===== src/rtl/lease_pkg.sv =====
`timescale 1ns/1ps
package lease_pkg;
  typedef enum logic [1:0] {
    GK_FRESH   = 2'd0,
    GK_EXTEND  = 2'd1,
    GK_HOLD    = 2'd2,
    GK_NOCACHE = 2'd3
  } grant_kind_e;
endpackage


===== src/rtl/lease_wq.sv =====
`timescale 1ns/1ps
module lease_wq #(
  parameter int DEPTH = 4,
  parameter int AW    = 4,
  parameter int DW    = 32
) (
  input  logic          clk,
  input  logic          rst_n,
  input  logic          push,
  input  logic [AW-1:0] push_addr,
  input  logic [DW-1:0] push_data,
  input  logic          pop,
  output logic          full,
  output logic          head_valid,
  output logic [AW-1:0] head_addr,
  output logic [DW-1:0] head_data,
  input  logic [AW-1:0] probe_addr,
  output logic          probe_hit
);
  localparam int PTR_W = $clog2(DEPTH);
  localparam int CNT_W = PTR_W + 1;

  logic [AW-1:0]    addr_q [DEPTH];
  logic [DW-1:0]    data_q [DEPTH];
  logic [PTR_W-1:0] rd_ptr_q, rd_ptr_d, wr_ptr_q, wr_ptr_d;
  logic [CNT_W-1:0] cnt_q, cnt_d;
  logic [DEPTH-1:0] hit;

  assign full       = (cnt_q == CNT_W'(DEPTH));
  assign head_valid = (cnt_q != '0);
  assign head_addr  = addr_q[rd_ptr_q];
  assign head_data  = data_q[rd_ptr_q];

  for (genvar i = 0; i < DEPTH; i++) begin : g_slot
    logic [PTR_W-1:0] offs;
    assign offs   = PTR_W'(i) - rd_ptr_q;
    assign hit[i] = ({1'b0, offs} < cnt_q) && (addr_q[i] == probe_addr);
  end
  assign probe_hit = |hit;

  always_comb begin
    rd_ptr_d = rd_ptr_q;
    wr_ptr_d = wr_ptr_q;
    cnt_d    = cnt_q;
    if (push) wr_ptr_d = wr_ptr_q + PTR_W'(1);
    if (pop)  rd_ptr_d = rd_ptr_q + PTR_W'(1);
    if (push && !pop) cnt_d = cnt_q + CNT_W'(1);
    else if (pop && !push) cnt_d = cnt_q - CNT_W'(1);
  end

  always_ff @(posedge clk or negedge rst_n) begin
    if (!rst_n) begin
      rd_ptr_q <= '0;
      wr_ptr_q <= '0;
      cnt_q    <= '0;
    end else begin
      rd_ptr_q <= rd_ptr_d;
      wr_ptr_q <= wr_ptr_d;
      cnt_q    <= cnt_d;
    end
  end

  always_ff @(posedge clk) begin
    if (push) begin
      addr_q[wr_ptr_q] <= push_addr;
      data_q[wr_ptr_q] <= push_data;
    end
  end

  // the request side must never push into a full queue
  assert_no_overflow_R8: assert property (@(posedge clk) disable iff (!rst_n)
    push |-> !full);
  // a commit only pops an occupied queue
  assert_pop_nonempty_R6: assert property (@(posedge clk) disable iff (!rst_n)
    pop |-> head_valid);
endmodule


===== src/rtl/lease_table.sv =====
`timescale 1ns/1ps
module lease_table #(
  parameter int AW   = 4,
  parameter int TS_W = 16
) (
  input  logic            clk,
  input  logic            rst_n,
  input  logic [TS_W-1:0] now,
  input  logic [AW-1:0]   rd_addr,
  output logic [TS_W-1:0] rd_tmax,
  output logic            rd_live,
  input  logic [AW-1:0]   chk_addr,
  output logic            chk_live,
  input  logic            grant_en,
  input  logic [TS_W-1:0] grant_tmax
);
  localparam int LINES = 1 << AW;

  logic [TS_W-1:0]  tmax_q [LINES];
  logic [LINES-1:0] live_q, live_d;
  logic             wrap_now;

  assign wrap_now = &now;
  assign rd_tmax  = tmax_q[rd_addr];
  assign rd_live  = live_q[rd_addr] && !(tmax_q[rd_addr] < now);
  assign chk_live = live_q[chk_addr] && !(tmax_q[chk_addr] < now);

  always_comb begin
    live_d = live_q;
    if (grant_en) live_d[rd_addr] = 1'b1;
    if (wrap_now) live_d = '0;
  end

  always_ff @(posedge clk or negedge rst_n) begin
    if (!rst_n) live_q <= '0;
    else        live_q <= live_d;
  end

  always_ff @(posedge clk) begin
    if (grant_en) tmax_q[rd_addr] <= grant_tmax;
  end

  // a renewed live lease never lowers the recorded expiry
  assert_tmax_monotone_R3: assert property (@(posedge clk) disable iff (!rst_n)
    (grant_en && rd_live) |-> (grant_tmax >= rd_tmax));
  // nothing is recorded in the wrap cycle
  assert_no_grant_at_wrap_R9: assert property (@(posedge clk) disable iff (!rst_n)
    grant_en |-> !wrap_now);
endmodule


===== src/rtl/lease_lib_ctrl.sv =====
`timescale 1ns/1ps
module lease_lib_ctrl
  import lease_pkg::*;
#(
  parameter int ADDR_W   = 4,
  parameter int DATA_W   = 32,
  parameter int TS_W     = 16,
  parameter int WQ_DEPTH = 4
) (
  input  logic              clk,
  input  logic              rst_n,
  input  logic [TS_W-1:0]   now,
  input  logic [TS_W-1:0]   lease_period,
  input  logic              req_valid,
  output logic              req_ready,
  input  logic              req_write,
  input  logic [ADDR_W-1:0] req_addr,
  input  logic [DATA_W-1:0] req_data,
  output logic              rsp_valid,
  output logic [DATA_W-1:0] rsp_data,
  output logic [TS_W-1:0]   rsp_expiry,
  output logic              ack_valid,
  output logic [ADDR_W-1:0] ack_addr,
  output logic [ADDR_W-1:0] mem_rd_addr,
  input  logic [DATA_W-1:0] mem_rd_data,
  output logic              mem_wr_en,
  output logic [ADDR_W-1:0] mem_wr_addr,
  output logic [DATA_W-1:0] mem_wr_data
);
  localparam logic [TS_W-1:0] TS_ALL = '1;
  localparam logic [TS_W-1:0] TS_LIM = TS_ALL - TS_W'(1);

  logic              wq_full, wq_head_v, wq_pending, wq_push;
  logic [ADDR_W-1:0] wq_head_a;
  logic [DATA_W-1:0] wq_head_d;
  logic [TS_W-1:0]   tbl_tmax, grant_tmax, t_heur, expiry_d;
  logic              tbl_live, head_live, grant_en, ld_acc, commit;
  logic [TS_W:0]     sum_w;
  grant_kind_e       kind;

  logic              rsp_valid_q, ack_valid_q;
  logic [DATA_W-1:0] rsp_data_q;
  logic [TS_W-1:0]   rsp_expiry_q;
  logic [ADDR_W-1:0] ack_addr_q;

  assign req_ready = !(req_write && wq_full);
  assign ld_acc    = req_valid && req_ready && !req_write;
  assign wq_push   = req_valid && req_ready && req_write;
  assign mem_rd_addr = req_addr;

  assign commit      = wq_head_v && !head_live;
  assign mem_wr_en   = commit;
  assign mem_wr_addr = wq_head_a;
  assign mem_wr_data = wq_head_d;

  lease_wq #(.DEPTH(WQ_DEPTH), .AW(ADDR_W), .DW(DATA_W)) wq_i (
    .clk(clk), .rst_n(rst_n),
    .push(wq_push), .push_addr(req_addr), .push_data(req_data),
    .pop(commit), .full(wq_full),
    .head_valid(wq_head_v), .head_addr(wq_head_a), .head_data(wq_head_d),
    .probe_addr(req_addr), .probe_hit(wq_pending)
  );

  lease_table #(.AW(ADDR_W), .TS_W(TS_W)) tbl_i (
    .clk(clk), .rst_n(rst_n), .now(now),
    .rd_addr(req_addr), .rd_tmax(tbl_tmax), .rd_live(tbl_live),
    .chk_addr(wq_head_a), .chk_live(head_live),
    .grant_en(grant_en), .grant_tmax(grant_tmax)
  );

  // lease heuristic, saturated below the wrap point
  always_comb begin
    sum_w  = {1'b0, now} + {1'b0, lease_period};
    t_heur = (sum_w >= {1'b0, TS_LIM}) ? TS_LIM : sum_w[TS_W-1:0];
  end

  always_comb begin
    if (&now)             kind = GK_NOCACHE;
    else if (wq_pending)  kind = tbl_live ? GK_HOLD : GK_NOCACHE;
    else if (tbl_live)    kind = GK_EXTEND;
    else                  kind = GK_FRESH;
    unique case (kind)
      GK_FRESH:   begin expiry_d = t_heur;   grant_tmax = t_heur; end
      GK_EXTEND:  begin expiry_d = t_heur;
                        grant_tmax = (t_heur > tbl_tmax) ? t_heur : tbl_tmax; end
      GK_HOLD:    begin expiry_d = tbl_tmax; grant_tmax = tbl_tmax; end
      default:    begin expiry_d = now;      grant_tmax = tbl_tmax; end
    endcase
    grant_en = ld_acc && (kind == GK_FRESH || kind == GK_EXTEND);
  end

  always_ff @(posedge clk or negedge rst_n) begin
    if (!rst_n) begin
      rsp_valid_q <= 1'b0;
      ack_valid_q <= 1'b0;
    end else begin
      rsp_valid_q <= ld_acc;
      ack_valid_q <= commit;
    end
  end

  always_ff @(posedge clk) begin
    if (ld_acc) begin
      rsp_data_q   <= mem_rd_data;
      rsp_expiry_q <= expiry_d;
    end
    if (commit) ack_addr_q <= wq_head_a;
  end

  assign rsp_valid  = rsp_valid_q;
  assign rsp_data   = rsp_data_q;
  assign rsp_expiry = rsp_expiry_q;
  assign ack_valid  = ack_valid_q;
  assign ack_addr   = ack_addr_q;

  // every accepted load is answered on the next cycle
  assert_load_answered_R1: assert property (@(posedge clk) disable iff (!rst_n)
    ld_acc |=> rsp_valid);
  // every commit is acknowledged on the next cycle
  assert_commit_acked_R7: assert property (@(posedge clk) disable iff (!rst_n)
    mem_wr_en |=> (ack_valid && ack_addr == $past(mem_wr_addr)));
  // no acknowledgement without a preceding commit
  assert_no_spurious_ack_R7: assert property (@(posedge clk) disable iff (!rst_n)
    !mem_wr_en |=> !ack_valid);
endmodule


===== config.mk =====
export PLATFORM = sky130hd
export DESIGN_NAME = lease_lib_ctrl
export DESIGN_NICKNAME = d
export VERILOG_FILES = /design/src/rtl/lease_pkg.sv /design/src/rtl/lease_wq.sv /design/src/rtl/lease_table.sv /design/src/rtl/lease_lib_ctrl.sv
export SDC_FILE = /design/constraint.sdc
export NUM_CORES = 1
export LEC_CHECK = 0
export ABC_AREA = 1
export BUFFER_PORTS_ARGS = -buffer_cell sky130_fd_sc_hd__buf_2
export CAP_MARGIN = 20
export CORE_MARGIN = 5
export CORE_UTILIZATION = 40
export CTS_CLUSTER_SIZE = 20
export DETAILED_ROUTE_END_ITERATION = 8
export GPL_ROUTABILITY_DRIVEN = 0
export GPL_TIMING_DRIVEN = 0
export PLACE_DENSITY = 0.63
export SYNTH_ARGS = -nofsm -noshare
export SYNTH_HDL_FRONTEND = slang
export SYNTH_SLANG_ARGS = --single-unit

===== constraint.sdc =====
create_clock -name clk -period 4.2 [get_ports clk]
set_input_delay 0.42 -clock clk [delete_from_list [all_inputs] [get_ports clk]]
set_output_delay 0.42 -clock clk [all_outputs]
set_load 0.03 [all_outputs]

# --- After elaboration in Yosys (flattened, before gate mapping) ---
# Memory sizes are Yosys's and may differ from the RTL's.
# Cells that the tools add are included.
word_totals:
  reg_bits: 77
  latch_bits: 0
  mem_bits_rw: 400
  rom_bits: 0
  inputBits: 104
  out_inout_bits: 96
  elab_cells: 92
  n_memories: 3
classes:
  n_addsub: 9
  multipliers: 0
  div_mod_pow: 0
  n_lt_le_gt_ge: 11
  n_eq_ne: 7
  shifts: 0
  n_mux: 22
  bitwise_logic: 1
  n_reduce_logical: 30
mem_list:
  columns: ["memory", "words", "width", "rd", "rd_clocked_by_memory_dff", "write_ports", "line", "source"]
  rows:
  - ["tbl_i.tmax_q", 16, 16, 2, 0, 1, "lease_table.sv:19", "logic [TS_W-1:0] tmax_q [LINES];"]
  - ["wq_i.data_q", 4, 32, 1, 0, 1, "lease_wq.sv:24", "logic [DW-1:0] data_q [DEPTH];"]
  - ["wq_i.addr_q", 4, 4, 5, 0, 1, "lease_wq.sv:23", "logic [AW-1:0] addr_q [DEPTH];"]
ops:
  columns: ["cell", "n"]
  rows:
  - ["$mux W16", 4]
  - ["$pmux W16 S2", 2]
  - ["$lt A16 B16 Y1", 2]
  - ["$add A16 B16 Y17", 1]
  - ["$ge A17 B16 Y1 const B", 1]
  - ["$eq A4 B4 Y1", 4]
  - ["$gt A16 B16 Y1", 1]
  - ["$or A16 B16 Y16", 1]
  - ["$reduce_and A16 Y1", 1]
  - ["$logic_and A1 B1 Y1", 15]
  - ["$lt A2 B3 Y1", 4]
  - ["$lt A4 B5 Y1 const B", 2]
  - ["$mux W1", 9]
  - ["$bmux W1 S4", 2]
  - ["$logic_not A1 Y1", 7]
  - ["$mux W3", 2]
  - ["$add A2 B1 Y2 const B", 2]
  - ["$demux W1 S4", 1]
  - ["$ge A4 B1 Y1 const B", 1]
  - ["$mux W2", 2]
  - ["$reduce_bool A2 Y1", 2]
  - ["$reduce_or A4 Y1", 1]
  - ["$sub A1 B2 Y2 const A", 2]
  - ["$sub A2 B2 Y2 const A", 2]
  - ["other kinds (9)", 9]

# --- Longest topological paths before layout ---
# Gate-level depths: netlist of run 1.
# An unclocked memory read counts as a cell.
depth:
  ltp_word: 12
  depth_mapped: 34
  depth_no_buf: 32

# --- Modules after synthesis ---
# A second synthesis of run 1 with hierarchy kept.
unflattened:
  cells_unflattened: 2200
  hier_area_um2: 23425.0
modules_own_cells:
  columns: ["module", "instances", "cells_per_inst", "area_per_inst_um2", "seq_area_each_um2"]
  rows:
  - ["lease_table", 1, 1197, 13216.4, 8087.8]
  - ["lease_wq", 1, 461, 6143.4, 4499.3]
  - ["lease_lib_ctrl", 1, 542, 4065.1, 1611.5]

# --- Least setup slack after synthesis of run 1 ---
# Ideal clock, no wire load.
synth_timing:
  kind: "input to register"
  startpoint: "in now[0]"
  endpoint: "mem tbl_i.tmax_q[0][11], data pin"
  setup_time_ns: 0.205
  arrival_ns: 4.267
  required_time_ns: 3.995
  setup_slack_ns: -0.272
  stages: 33
  n_path_buf: 3
  path_cell_list: "ha_1 -> inv_1 -> fa_1 -> inv_1 -> nand3_1 -> nand2_1 -> nand3_1 -> nand3_1 -> nand3_1 -> nand3_1 -> nand2_1 -> nand2_1 -> nor2_1 -> nand3_1 -> nand2_2 -> inv_2 -> buf_6 -> nand2_1 -> ha_1 -> inv_1 -> nor2_1 -> nor2_1 -> o21a_1 -> o221ai_1 -> a21oi_1 -> o21ai_0 -> and2_1 -> clkbuf_1 -> clkinv_1 -> clkbuf_1 -> nand2_1 -> nand3_1 -> nand2_1"
synth_between:
  elab_chain_len: 8
  elab_cells_between_ends: 16
  cone_classes: "1 x add/sub; 3 x order compare; 1 x eq/ne; 7 x mux; 4 x reduce/logical"
synth_lines:
  columns: ["element", "line", "source"]
  rows:
  - ["from (decl)", "lease_lib_ctrl.sv:12", "input logic [TS_W-1:0] now,"]
  - ["parallel branches: the longest is 7 deep, another holds $add A16 B16 Y17", null, null]
  - ["$pmux W16 S2 *", "lease_lib_ctrl.sv:82", "unique case (kind)"]
  - ["via grant_tmax[11]", "lease_lib_ctrl.sv:36", "logic [TS_W-1:0] tbl_tmax, grant_tmax, t_heur, expiry_d;"]
  - ["to (decl)", "lease_table.sv:19", null]
# Mark *: on every way through the listed nets, which the timed path passes.

# --- Final worst setup path of run 1 ---
layout_timing:
  startpoint: "reg wq_i.rd_ptr_q[0]"
  endpoint: "out mem_wr_en"
layout_between:
  elab_chain_len: 7
  elab_cells_between_ends: 9
  cone_classes: "1 x order compare; 2 x mux; 4 x reduce/logical; 2 x memory"
layout_lines:
  columns: ["element", "line", "source"]
  rows:
  - ["from (decl)", "lease_wq.sv:25", "logic [PTR_W-1:0] rd_ptr_q, rd_ptr_d, wr_ptr_q, wr_ptr_d;"]
  - ["from (signal assigned)", "lease_wq.sv:57", "rd_ptr_q <= rd_ptr_d;"]
  - ["$mem_v2 Z4 W4 *", null, null]
  - ["$mem_v2 Z16 W16", null, null]
  - ["$lt A16 B16 Y1", "lease_table.sv:26", "assign chk_live = live_q[chk_addr] && !(tmax_q[chk_addr] < now);"]
  - ["$logic_not A1 Y1", "lease_table.sv:26", null]
  - ["$logic_and A1 B1 Y1 *", "lease_table.sv:26", null]
  - ["$logic_not A1 Y1 *", "lease_lib_ctrl.sv:51", "assign commit = wq_head_v && !head_live;"]
  - ["$logic_and A1 B1 Y1 *", "lease_lib_ctrl.sv:51", null]
  - ["to (decl)", "lease_lib_ctrl.sv:26", "output logic mem_wr_en,"]
# Every way passes the cells marked *; elsewhere a longest branch is shown, timed or not. The select of a mux whose other input is x is not followed.

==> impl_metrics.tcl, run 1 <==
set metrics [dict create \
    status "finished, violations left" \
    violations "setup timing" \
    netlist_instances 2316 \
    yosysMostFrequentCell "edfxtp_1" \
    final_nets 2863 \
    r2r_slack_ns -0.03 \
    p_total_uw 23000 \
    die_x_um 253 \
    worst_path_largest_cell_delay_ns 0.47 \
    crit_path_frequent_cell "nand2_4" \
    htreeDepth 2 \
    row_count 89 \
    arrival_ns 3.92 \
    via_per_inst 5.94 \
    core_region_area_mm2 0.0588 \
    yosysTopAreaCell "edfxtp_1" \
    clock_latency_ns 0.62 \
    yosysSeqAreaShare 0.601 \
    grt_max_degree 30 \
    grt_pass1_wl_um 121000 \
    finalMaxSlewViolations 0 \
    drc_errors 0 \
    p_sw_uw 10100 \
    slew_headroom 0.244 \
    synth_commonest_cells "edfxtp_1 (452), nand3_1 (405), nand2_1 (383)" \
    swShare 0.441 \
    cts_buffers 51 \
    dp_hpwl_um 56800 \
    clk_path_buf_depth 3 \
    layout_min_cycle_time_ns 4.34 \
    worstPathRequired_ns 3.78 \
    grt_pass1_vias 20102 \
    cp-end-kind "primary output" \
    crit_fanout 6 \
    hold_ws_ns 0.0324 \
    ys.flop_type "edfxtp_1" \
    final-setup-viol-count 2 \
    cp_num_buf_inv 7 \
    pwr-share-comb 0.541 \
    grt_overflow_total 0 \
    cpMaxStageDelayCell "dfrtp_2" \
    postSynthAreaPerCell_um2 10.2 \
    fin_worst_skew_ns 0.0338 \
    first_iter_violations 2863 \
    max_freq_mhz 230 \
    grt_antenna_before_repair 4 \
    pwr-share-clk 0.192 \
    area_growth_pct 30.7 \
    power_per_cell_area_mw_per_mm2 743 \
    internal-power_uw 12800 \
    finalCritPeriodShare 1.03 \
    p_leak_uw 0.0120 \
    avgRoutedWirePerCell_um 24.6 \
    initial_core_util 0.402 \
    synth-edff-count 452 \
    tritoncts "built" \
    cap_violations 0 \
    crit_type "reg2out" \
    dieArea_mm2 0.0640 \
    drt_wl_total_um 86100 \
    clk_pin_slew_ns 0.06 \
    ioPinCount 200 \
    yosysUniqueCellTypes 46 \
    utilization 0.525 \
    grtUsageTotal 0.247 \
    synthTopCellsByArea "edfxtp_1 (57%), nand3_1 (8.6%), nand2_1 (6.1%)" \
    yosys_warnings 0 \
    finalHoldViolCount 0 \
    dr.pass1.iters 8 \
    ant_nets 0 \
    worstMarginPinSlew_ns 1.13 \
    crit_chain "buf_6 -> nand2_1 -> nand2_2 -> nand2_4 -> nand2_8 -> buf_12 -> buf_16 -> clkbuf_16 -> nand2_1 -> nand3_1 -> nand3_2 -> nand3_4 -> nand2_1 -> inv_1 -> ha_4 -> nand4_1 -> o221a_2 -> nand2_4 -> nand2_4 -> nand2_4 -> clkinvlp_4 -> buf_6" \
    die-height_um 253 \
    pwr-share-seq 0.268 \
    worstSetupStartpointType "register" \
    fin_ws_ns -0.139 \
    max-vdd-ir-drop_v 0.000435 \
    io_buffers 199 \
    cts_sinks 477 \
    async_flop_share 0.0524 \
    hp-class "in2reg" \
    synth-seq-cells 477 \
    vias 20795 \
    layout-drive-gt1-share 0.280 \
    rsz0062_at_grt "yes" \
    worst_path_dominant_cell_family "simple AND/OR/NAND/NOR gates" \
    syn_nets 2493 \
    synth.top_cell.area_share 0.574 \
    cts_root_buf "clkbuf_16" \
    synth_area_mm2 0.0236 \
]
[per-layer routing]
metal	vias to the layer above	GRT usage	part of all wire
li1	9087	-	-
met1	9910	0.300	0.35
met2	1472	0.395	0.45
met3	324	0.0665	0.12
met4	2	0.145	0.072
met5	-	0	0.00015
[metrics by stage]
| step | area [µm²] | std cells | TNS [ns] | setup WS, ns |
|---|---|---|---|---|
| floorplan | 23700 | 2316 | 0 | 0.00127 |
| detailed placement | 26100 | 3309 | -420.37 | -1.66 |
| global placement | 25600 | 3288 | -1414.60 | -3.83 |
| global route | 30900 | 3499 | -9.09 | -0.262 |
| CTS | 29400 | 3467 | -0.139 | -0.139 |
| finish | 30900 | 3502 | -0.170 | -0.139 |
[final cells by class]
type | count | area [µm²]
buffer | 134 | 1280
multi-input combinational | 1494 | 9620
fill | 4995 | 27900
sequential | 477 | 14200
clock buffer | 61 | 1340
tap | 773 | 967
antenna | 3 | 7.51
inverter | 216 | 858
timing repair buffer | 312 | 2350
clock inverter | 32 | 279
[registers in the layout (all words and copies together), names as in the netlist]
signal and count:
tbl_i.live_q 16, ack_addr 4, wq_i.wr_ptr_q 2, wq_i.rd_ptr_q 2, ack_valid 1, wq_i.cnt_q 3, rsp_expiry 16, rsp_valid 1
wq_i.addr_q 16, wq_i.data_q 128, rsp_data 32, tbl_i.tmax_q 256
[worst paths after layout]
kind                             startpoint                 to  depth (start not counted)
min in group asynchronous             rst_n   tbl_i.live_q[13]                          2
setup / recovery           wq_i.rd_ptr_q[0]          mem_wr_en                         22
max in group asynchronous             rst_n   wq_i.rd_ptr_q[0]                          2
hold reg to reg             tbl_i.live_q[9]    tbl_i.live_q[9]                          1
setup reg to reg           wq_i.rd_ptr_q[0]      wq_i.cnt_q[2]                         27
hold / removal                  req_data[3]  wq_i.data_q[3][3]                          1
[cells by family (layout without fill, tap and decap cells)]
kind of cell             Yosys count  after routing  synth area share
other                              0              3                 0
multiplexers                       2              2          0.000847
flip-flops                       477            477             0.601
buffers and inverters            351            755            0.0602
AO/OA/AOI/OAI                    457            457             0.110
adder cells (fa/ha/maj)           73             73            0.0393
XOR/XNOR                          25             25           0.00927
AND/OR/NAND/NOR                  931            937             0.179
[cells in the final DEF (no fill, tap or decap), drive strengths merged, types with 34 or more instances in the layout]
cell	netlist	routed
edfxtp	452	452
nand3	405	406
nand2	396	401
buf	55	336
inv	215	209
o21ai	206	206
clkbuf	80	137
a21oi	109	109
ha	71	71
nor2	68	68
o22ai	66	66
nand4	41	41
a22oi	34	34
dlygate4sd3	0	34
[what timing repair did]
action	4_1_cts	5_1_grt
pin swaps	38	84
hold endpoints to repair	58	0
gates resized for setup	311	324
cloned	3	13
hold buffers	34	0
endpoints found under the setup margin	309	405
buffers inserted	29	19
[power groups by stage]
stage	Clock (µW)	Combinational (µW)	Sequential, µW
3_5_place_dp	0	8570	6240
4_1_cts	4460	10400	6140
5_1_grt	4670	13000	6170
3_3_place_gp	0	8330	6250
6_report	4400	12400	6140
2_1_floorplan	0	5230	6340
[worst reg2reg max path, stage by stage, from the launching register on]
cell and delay [ns]:
dfrtp_2 0.47, buf_6 0.16, nand2_1 0.07, nand2_2 0.08, nand2_4 0.10, nand2_8 0.09, buf_12 0.16, buf_16 0.16
clkbuf_16 0.17, nand2_1 0.05, nand3_1 0.07, nand3_2 0.12, nand3_4 0.12, nand2_1 0.08, inv_1 0.07, ha_4 0.28
nand4_1 0.16, o221a_2 0.33, nand2_4 0.15, nand2_4 0.08, nand2_4 0.09, buf_4 0.14, ha_2 0.17, inv_2 0.04
fa_2 0.33, a21oi_1 0.12, o21ai_1 0.10, xor2_1 0.15
No activity file was read; power rests on OpenSTA's default activity.
==> run 2, diff against run 1 <==
==> constraint.sdc (replaced) <==
create_clock -name clk -period 4.2 [get_ports clk]
set_input_delay 0.84 -clock clk [delete_from_list [all_inputs] [get_ports clk]]
set_output_delay 0.84 -clock clk [all_outputs]
set_load 0.03 [all_outputs]
==> impl_metrics.tcl, run 2 (same netlist as run 1, synthesis figures left out) <==
set metrics [dict create \
    status "finished, violations left" \
    violations "setup timing" \
    max-vdd-ir-drop_v 0.000430 \
    worst_path_dominant_cell_family "simple AND/OR/NAND/NOR gates" \
    drc_errors 0 \
    grt_pass1_vias 21038 \
    cts_sinks 477 \
    worstPathRequired_ns 3.36 \
    reg2reg_depth 32 \
    cap_violations 0 \
    final-setup-viol-count 261 \
    cp_num_buf_inv 6 \
    power_per_cell_area_mw_per_mm2 753 \
    final_nets 2895 \
    layout_min_cycle_time_ns 4.76 \
    row_count 89 \
    utilization 0.548 \
    cts_hold_buffers 0 \
    drt_wl_total_um 90900 \
    grt_max_degree 27 \
    core_region_area_mm2 0.0588 \
    layout-drive-gt1-share 0.329 \
    cts_buffers 52 \
    multiInputGateArea_mm2 0.0106 \
    cp.depth 21 \
    via_per_inst 6.15 \
    startpoint "wq_i.rd_ptr_q[0]" \
    cts_root_buf "clkbuf_16" \
    vias 21742 \
    cpMaxStageDelayCell "dfrtp_2" \
    clk_path_buf_depth 3 \
    r2r-start "wq_i.rd_ptr_q[0]" \
    grt_pass1_wl_um 129000 \
    hold_ws_ns 0.215 \
    htreeDepth 2 \
    final.fill_count 4805 \
    dpl_cell_area_mm2 0.0262 \
    hp-class "in2async" \
    dieArea_mm2 0.0640 \
    grt_antenna_before_repair 3 \
    worst_path_largest_cell_delay_ns 0.45 \
    crit_path_frequent_cell "nand2_4" \
    clk_pin_slew_ns 0.07 \
    area_growth_pct 36.3 \
    cp-end-kind "primary output" \
    initial_core_util 0.402 \
    grtUsageTotal 0.264 \
    slew_headroom 0.398 \
    p_leak_uw 0.0124 \
    dp_cells 3309 \
    postLayoutCellArea_mm2 0.0322 \
    crit_chain "buf_4 -> nand2_1 -> o21ai_2 -> nand2_2 -> nand2_4 -> buf_4 -> buf_6 -> a21oi_1 -> o21ai_0 -> nand3_2 -> nand3_1 -> nand2_2 -> inv_2 -> ha_4 -> nand4_1 -> o221a_2 -> nand2_4 -> nand2_4 -> nand2_4 -> clkinvlp_4 -> buf_6" \
    max_freq_mhz 210 \
    crit_fanout 10 \
    layout_common_cells "edfxtp_1 (452), nand2_1 (307), nand3_1 (303), buf_2 (207), inv_1 (179)" \
    dr.pass1.iters 7 \
    crit_type "reg2out" \
    dp_hpwl_um 57000 \
    first_iter_violations 2936 \
    finalHoldViolCount 0 \
    worstSetupStartpointType "register" \
    largest_reg_flops 256 \
    ant_nets 0 \
    clock_latency_ns 0.65 \
    die-height_um 253 \
    place_ws_ns -1.76 \
    final_common_cell "edfxtp_1" \
    finalMaxSlewViolations 0 \
    tritoncts "built" \
    finalCritPeriodShare 1.13 \
    rsz0062_at_grt "yes" \
    worstMarginPinSlew_ns 0.895 \
    grt_overflow_total 0 \
    die_x_um 253 \
    stdcell_count 3534 \
    max_flop_register "tbl_i.tmax_q" \
    ioPinCount 200 \
    seq_area_mm2 0.0142 \
    avgRoutedWirePerCell_um 25.7 \
    io_buffers 199 \
    arrival_ns 3.92 \
    fin_ws_ns -0.562 \
    fin_worst_skew_ns 0.0527 \
]
## run 2: cell types whose count changed in the layout (fill, tap and decap cells not counted), moves of 16 or more
| cell | change |
|---|---|
| nand2_1 | -16 |
| dlygate4sd3_1 | -34 |
| nand3_1 | -19 |
| buf_4 | +40 |
| nand2_8 | +22 |
## run 2: stage by stage
step | power, µW | TNS [ns]
2_1_floorplan | 11600 | -37.28
3_3_place_gp | 14600 | -812.70
3_5_place_dp | 14800 | -442.81
4_1_cts | 21800 | -14.75
5_1_grt | 25100 | -79.58
6_report | 24300 | -59.33
## run 2: power by group
part	switching, µW	total, µW	internal, µW
sequential	161	6140	5980
combinational	8650	13500	4840
clock	1990	4630	2630
total	10800	24300	13500
## run 2: metal layers
layer	up-vias	global-route usage	part of all wire
met5	-	0	0.00047
met1	10297	0.317	0.34
met4	6	0.173	0.084
met2	1728	0.413	0.44
met3	522	0.0815	0.13
li1	9189	-	-
## run 2: final timing paths
check                              endpoint  slack [ns]
hold / removal             wq_i.wr_ptr_q[0]        0.21
max in group asynchronous  tbl_i.live_q[13]        3.52
min in group clk               rsp_data[14]        0.37
setup reg to reg              wq_i.cnt_q[1]       -0.43
setup / recovery                  mem_wr_en       -0.56
hold reg to reg             tbl_i.live_q[5]        0.50
## run 2: repair_timing
action	4_1_cts	5_1_grt
pin swaps	104	104
cloned	20	9
endpoints found under the setup margin	283	317
resized for setup	487	317
setup buffers	67	34
## run 2: final cells by class
type | count | share of cell area
multi-input combinational | 1504 | 0.328
inverter | 216 | 0.0269
timing repair inverter | 1 | 0.000505
clock buffer | 63 | 0.0420
buffer | 133 | 0.0391
tap | 773 | 0.0300
clock inverter | 33 | 0.0118
timing repair buffer | 333 | 0.0813
sequential | 477 | 0.441
antenna | 1 | 0.0000777
